$ cat config.mk
export PLATFORM = sky130hd
export DESIGN_NAME = perr_capture_unit
export DESIGN_NICKNAME = d
export VERILOG_FILES = /design/src/rtl/perr_capture_pkg.sv /design/src/rtl/perr_addr_slot.sv /design/src/rtl/perr_synd_field.sv /design/src/rtl/perr_capture_unit.sv
export SDC_FILE = /design/constraint.sdc
export NUM_CORES = 1
export LEC_CHECK = 0
export ABC_AREA = 1
export BUFFER_PORTS_ARGS = -buffer_cell sky130_fd_sc_hd__buf_4
export CAP_MARGIN = 25
export CORE_MARGIN = 2
export CORE_UTILIZATION = 35
export DETAILED_ROUTE_END_ITERATION = 8
export GPL_ROUTABILITY_DRIVEN = 0
export RECOVER_POWER = 50
export SYNTH_ARGS = -nofsm -noshare
export SYNTH_HDL_FRONTEND = slang
export SYNTH_SLANG_ARGS = --single-unit
$ cat constraint.sdc
create_clock -name clk -period 2.7 [get_ports clk]
set_input_delay 0.27 -clock clk [delete_from_list [all_inputs] [get_ports clk]]
set_output_delay 0.27 -clock clk [all_outputs]
set_load 0.05 [all_outputs]
$ cat src/rtl/perr_capture_pkg.sv
package perr_capture_pkg;
    localparam int unsigned NUM_MASTERS = 4;
    localparam int unsigned DATA_W      = 32;
    localparam int unsigned FIELD_W     = 8;
    localparam int unsigned ID_W        = $clog2(NUM_MASTERS);
    localparam int unsigned SEL_W       = $clog2(NUM_MASTERS + 1);

    localparam logic [2:0] ETYPE_NONE   = 3'b000;
    localparam logic [2:0] ETYPE_PARITY = 3'b001;

    localparam int unsigned BIT_RWS     = 3;
    localparam int unsigned BIT_FLOCK   = 4;
    localparam int unsigned BIT_ALOCK   = 5;

    typedef enum logic {ADDR_OPEN, ADDR_HELD} addr_state_e;
    typedef enum logic {FLD_OPEN, FLD_HELD}   fld_state_e;
endpackage

$ cat src/rtl/perr_addr_slot.sv
module perr_addr_slot
    import perr_capture_pkg::*;
#(
    parameter int unsigned ADDR_W = 32
) (
    input  logic              clk,
    input  logic              rst_n,
    input  logic              cap_req,
    input  logic              rel_req,
    input  logic [ADDR_W-1:0] cap_addr,
    output logic [ADDR_W-1:0] addr_q,
    output logic              held
);
    addr_state_e state_q, state_d;
    logic        load;

    always_ff @(posedge clk) begin
        if (!rst_n) state_q <= ADDR_OPEN;
        else        state_q <= state_d;
    end

    always_comb begin
        state_d = state_q;
        load    = 1'b0;
        unique case (state_q)
            ADDR_OPEN: if (cap_req) begin
                state_d = ADDR_HELD;
                load    = 1'b1;
            end
            ADDR_HELD: if (rel_req) state_d = ADDR_OPEN;
            default:   state_d = ADDR_OPEN;
        endcase
    end

    always_ff @(posedge clk) begin
        if (!rst_n)    addr_q <= '0;
        else if (load) addr_q <= cap_addr;
    end

    assign held = (state_q == ADDR_HELD);

    a_r2_capture_locks: assert property (@(posedge clk) disable iff (!rst_n)
        (cap_req && !held) |=> (held && addr_q == $past(cap_addr)));
    a_r3_held_addr_stable: assert property (@(posedge clk) disable iff (!rst_n)
        held |=> $stable(addr_q));
endmodule

$ cat src/rtl/perr_synd_field.sv
module perr_synd_field
    import perr_capture_pkg::*;
(
    input  logic       clk,
    input  logic       rst_n,
    input  logic       cap_req,
    input  logic       cap_read,
    input  logic       rel_req,
    output logic [2:0] etype_q,
    output logic       rws_q,
    output logic       held
);
    fld_state_e state_q, state_d;

    always_ff @(posedge clk) begin
        if (!rst_n) state_q <= FLD_OPEN;
        else        state_q <= state_d;
    end

    always_comb begin
        state_d = state_q;
        unique case (state_q)
            FLD_OPEN: if (cap_req) state_d = FLD_HELD;
            FLD_HELD: if (rel_req) state_d = FLD_OPEN;
            default:  state_d = FLD_OPEN;
        endcase
    end

    always_ff @(posedge clk) begin
        if (!rst_n) begin
            etype_q <= ETYPE_NONE;
            rws_q   <= 1'b0;
        end else if (state_q == FLD_OPEN && cap_req) begin
            etype_q <= ETYPE_PARITY;
            rws_q   <= cap_read;
        end else if (state_q == FLD_HELD && rel_req) begin
            etype_q <= ETYPE_NONE;
            rws_q   <= 1'b0;
        end
    end

    assign held = (state_q == FLD_HELD);

    a_r4_held_is_parity: assert property (@(posedge clk) disable iff (!rst_n)
        held |-> (etype_q == ETYPE_PARITY));
    a_r4_held_field_stable: assert property (@(posedge clk) disable iff (!rst_n)
        (held && !rel_req) |=> ($stable(etype_q) && $stable(rws_q) && held));
    a_r6_open_field_empty: assert property (@(posedge clk) disable iff (!rst_n)
        !held |-> (etype_q == ETYPE_NONE && !rws_q));
endmodule

$ cat src/rtl/perr_capture_unit.sv
module perr_capture_unit
    import perr_capture_pkg::*;
(
    input  logic              clk,
    input  logic              rst_n,
    input  logic              err_strobe,
    input  logic [ID_W-1:0]   err_master,
    input  logic [DATA_W-1:0] err_addr,
    input  logic              err_is_read,
    input  logic              perr_resp_en,
    input  logic              bus_err_en,
    input  logic              reg_wr,
    input  logic [SEL_W-1:0]  reg_sel,
    input  logic [DATA_W-1:0] reg_wdata,
    output logic [DATA_W-1:0] reg_rdata
);
    localparam logic [SEL_W-1:0] SEL_SYND = SEL_W'(NUM_MASTERS);

    logic                 cap_ok;
    logic                 synd_wr;
    logic [DATA_W-1:0]    addr_regs [NUM_MASTERS];
    logic [DATA_W-1:0]    synd_vec;

    assign cap_ok  = err_strobe && perr_resp_en && bus_err_en;
    assign synd_wr = reg_wr && (reg_sel == SEL_SYND);

    for (genvar m = 0; m < NUM_MASTERS; m++) begin : g_master
        logic       hit;
        logic       a_held, f_held, rws;
        logic [2:0] etype;

        assign hit = cap_ok && (err_master == ID_W'(m));

        perr_addr_slot #(.ADDR_W(DATA_W)) u_addr (
            .clk      (clk),
            .rst_n    (rst_n),
            .cap_req  (hit),
            .rel_req  (synd_wr && reg_wdata[m*FIELD_W + BIT_ALOCK]),
            .cap_addr (err_addr),
            .addr_q   (addr_regs[m]),
            .held     (a_held)
        );

        perr_synd_field u_fld (
            .clk      (clk),
            .rst_n    (rst_n),
            .cap_req  (hit),
            .cap_read (err_is_read),
            .rel_req  (synd_wr && reg_wdata[m*FIELD_W + BIT_FLOCK]),
            .etype_q  (etype),
            .rws_q    (rws),
            .held     (f_held)
        );

        assign synd_vec[m*FIELD_W +: FIELD_W] = {2'b00, a_held, f_held, rws, etype};
    end

    always_comb begin
        reg_rdata = '0;
        if (reg_sel == SEL_SYND) reg_rdata = synd_vec;
        else if (reg_sel < SEL_SYND) reg_rdata = addr_regs[reg_sel[ID_W-1:0]];
    end

    a_r5_disabled_no_synd_change: assert property (@(posedge clk) disable iff (!rst_n)
        (err_strobe && !(perr_resp_en && bus_err_en) && !synd_wr) |=> $stable(synd_vec));
    a_r5_disabled_no_addr_change: assert property (@(posedge clk) disable iff (!rst_n)
        (err_strobe && !(perr_resp_en && bus_err_en)) |=> $stable(addr_regs[0]));
endmodule

==> impl_metrics.tcl <==
set metrics [dict create \
    cts_setup_buffers 0 \
    global_route_met3_utilization_pct 4.16 \
    detail_route.iter0.violations 593 \
    cp_data_required_time_ns 2.43 \
    detailedPlacementHpwl_mm 12.2 \
    peakVddDrop_uv 479 \
    core-area_um2 18800 \
    post_layout_power_uw 5330 \
    floorplan.die.width_um 143 \
    n_fill_cell 2011 \
    synth_top_cell_by_area "sky130_fd_sc_hd__dfxtp_1" \
    wirelength_mm 20.4 \
    via_count_of_the_first_global_routing_pass 5960 \
    detailroute.via_count 6759 \
    post_synth_inst_count 1015 \
    drt_pass1_iterations 5 \
    fmax_ghz 0.437 \
    combPwrFrac_pct 10.5 \
    power_frac_clock_pct 48.6 \
    synth-seq-cells 144 \
    timing.hold.worst.class "in -> reg" \
    nets 1136 \
    post-route-min-period_ns 2.29 \
    slew_violations 0 \
    grt.busiest_layer "met2" \
    ctsHtreeMaxLevel 4 \
    static-leakage-power_uw 0.00348 \
    viasPerCell 5.07 \
    postCtsHoldBufs 0 \
    diodes 0 \
    layout_commonest_cell "sky130_fd_sc_hd__nand2_1" \
    cts_tree "built" \
    final.setup.tns_ns 0 \
    internal_power_uw 4000 \
    tightestPinTransition_ns 1.16 \
    critical_path_start_end_classification "in -> out" \
    die_h_um 143 \
    clockBufferDepth 2 \
    clock_sink_count 144 \
    floorplan.rows 50 \
    skew_ns 0.00485 \
    groute.layer.met1.usage_pct 28.0 \
    worstPathArrival_ns 2.02 \
    finalHoldViolations 0 \
    synth.net_count 1091 \
    cts_buffers 17 \
    yosys.cell_types.count 18 \
    grt_use_total_pct 20.1 \
    initial_utilization_pct 36.0 \
    floorplan.io_pins 108 \
    grt_antenna_before_repair 0 \
    drt-wirelength-per-cell_um 15.3 \
    dieArea_um2 20500 \
    grt_overflow_total 0 \
    crit_path_max_fanout 51 \
    drive_gt1_share_pct 12.9 \
    maxSlewHeadroom_pct 22.6 \
    clock_insertion_delay_worst_skew_ns 0.43 \
    power.share.sequential_pct 40.8 \
    power.net_switching_uw 1330 \
    fin_crit_sh_pct 84.7 \
    worst_setup_path_end_kind "output port" \
    finalSetupViolations 0 \
    power_density_nw_per_um2 652 \
    synth_area_per_cell_um2 6.67 \
    type_of_element_launching_the_critical_path "primary input" \
    synth.top_cell.area_share_pct 42.6 \
    maxCapViolCount 0 \
    globalRouteMet2Util_pct 31.9 \
    synthTopCellsByArea "sky130_fd_sc_hd__dfxtp_1 43%, sky130_fd_sc_hd__nand2_1 13%, sky130_fd_sc_hd__a21oi_1 11%" \
    area_growth_syn_to_layout_pct 20.8 \
    global_route_wire_length_before_repair_mm 32.1 \
    place.port_buffers 83 \
    layout.cells.most_common_list "236 x sky130_fd_sc_hd__nand2_1, 151 x sky130_fd_sc_hd__a21oi_1, 144 x sky130_fd_sc_hd__dfxtp_1" \
    yosysWarningCount 0 \
    largest_net_degree_at_the_start_of_global_routing 73 \
    clkSlewWorstSetupHoldPaths_ns 0.06 \
    clock_root_buffer_master "sky130_fd_sc_hd__clkbuf_16" \
    final_util_pct 43.4 \
    cts_resized 0 \
    netSwitchingFraction_pct 25.0 \
    netlist_area_um2 6770 \
    drcViolationCount 0 \
    final_antenna_net_count 0 \
    run_status "complete, no violations" \
    grt_setup_unrepaired "false" \
    seq_area_frac_synth_pct 42.6 \
]
routing by layer:
| layer | wire length [µm] | vias up |
|---|---|---|
| met2 | 9290 | 226 |
| met3 | 1350 | 19 |
| met4 | 224 | 0 |
| li1 | - | 3415 |
| met5 | 0 | - |
| met1 | 9520 | 3099 |
cells by family after synthesis:
| kind of cell | after synthesis | synth area share (%) |
|---|---|---|
| flops | 144 | 42.6 |
| compound gates | 231 | 17.4 |
| simple gates | 473 | 29.9 |
| buf+inv | 167 | 10.2 |
cell type report:
class / instances / area, µm² / area share [%]
sequential: 144 / 2880 / 35.2
multi-input combinational: 704 / 3180 / 38.9
tap: 260 / 325 / 3.98
clock inverter: 10 / 155 / 1.90
inverter: 85 / 319 / 3.90
clock buffer: 22 / 494 / 6.04
timing repair buffer: 108 / 821 / 10.0
critical path, stage by stage:
cell and delay (ns):
sky130_fd_sc_hd__buf_4 0.26, sky130_fd_sc_hd__nor2_1 0.19, sky130_fd_sc_hd__clkbuf_1 0.67, sky130_fd_sc_hd__nand3_1 0.18, sky130_fd_sc_hd__o21ai_0 0.17, sky130_fd_sc_hd__buf_4 0.24
power by group through the flow:
| stage | Combinational, µW | Clock [µW] | Sequential, µW |
|---|---|---|---|
| floorplan | 345 | 0 | 2220 |
| global placement | 561 | 0 | 2220 |
| detailed placement | 563 | 0 | 2220 |
| CTS | 565 | 2620 | 2180 |
| global route | 613 | 2710 | 2180 |
| finish | 562 | 2590 | 2180 |
synth_stat cells:
master	n
sky130_fd_sc_hd__dfxtp_1	144
sky130_fd_sc_hd__inv_2	2
sky130_fd_sc_hd__nor2_1	134
sky130_fd_sc_hd__nand4_1	76
sky130_fd_sc_hd__nand3_1	21
sky130_fd_sc_hd__clkinv_1	4
sky130_fd_sc_hd__o211ai_1	9
sky130_fd_sc_hd__inv_1	79
sky130_fd_sc_hd__nand2_1	236
sky130_fd_sc_hd__a21oi_1	151
sky130_fd_sc_hd__o21ai_0	71
sky130_fd_sc_hd__nor2_2	2
sky130_fd_sc_hd__buf_1	5
sky130_fd_sc_hd__buf_4	7
sky130_fd_sc_hd__clkbuf_1	42
sky130_fd_sc_hd__buf_2	28
sky130_fd_sc_hd__nand3_2	3
sky130_fd_sc_hd__nor2_4	1
through the flow:
stage | worst slack (ns) | instance area [µm²] | instances | hold WS, ns
after floorplan | 0.380 | 6770 | 1015 | 0.405
after global placement | 0.647 | 7580 | 1301 | 0.446
after global routing | 0.285 | 8180 | 1333 | 0.109
after CTS | 0.658 | 8230 | 1333 | 0.0926
after detailed placement | 0.670 | 7580 | 1301 | 0.449
final | 0.412 | 8180 | 1333 | 0.0955
state kept, by name, summed over array words and instances (netlist names):
| register | cells |
|---|---|
| g_master.u_fld.rws_q | 4 |
| g_master.u_addr.addr_q | 128 |
| g_master.u_fld.etype_q | 4 |
| g_master.u_addr.held | 4 |
| g_master.u_fld.held | 4 |
worst paths after layout:
path | from | to | slack, ns | cells past startpoint
worst min-delay path | err_addr[8] | g_master[2].u_addr.addr_q[8]$_SDFFE_PN0P_ | 0.1 | 3
worst max-delay path | reg_sel[0] | reg_rdata[24] | 0.41 | 6
worst min register to register | g_master[0].u_addr.addr_q[30]$_SDFFE_PN0P_ | g_master[0].u_addr.addr_q[30]$_SDFFE_PN0P_ | 0.46 | 2
worst max register to register | g_master[0].u_addr.held$_SDFF_PN0_ | g_master[0].u_addr.addr_q[11]$_SDFFE_PN0P_ | 0.51 | 7
(Power assumes the default switching activity.)
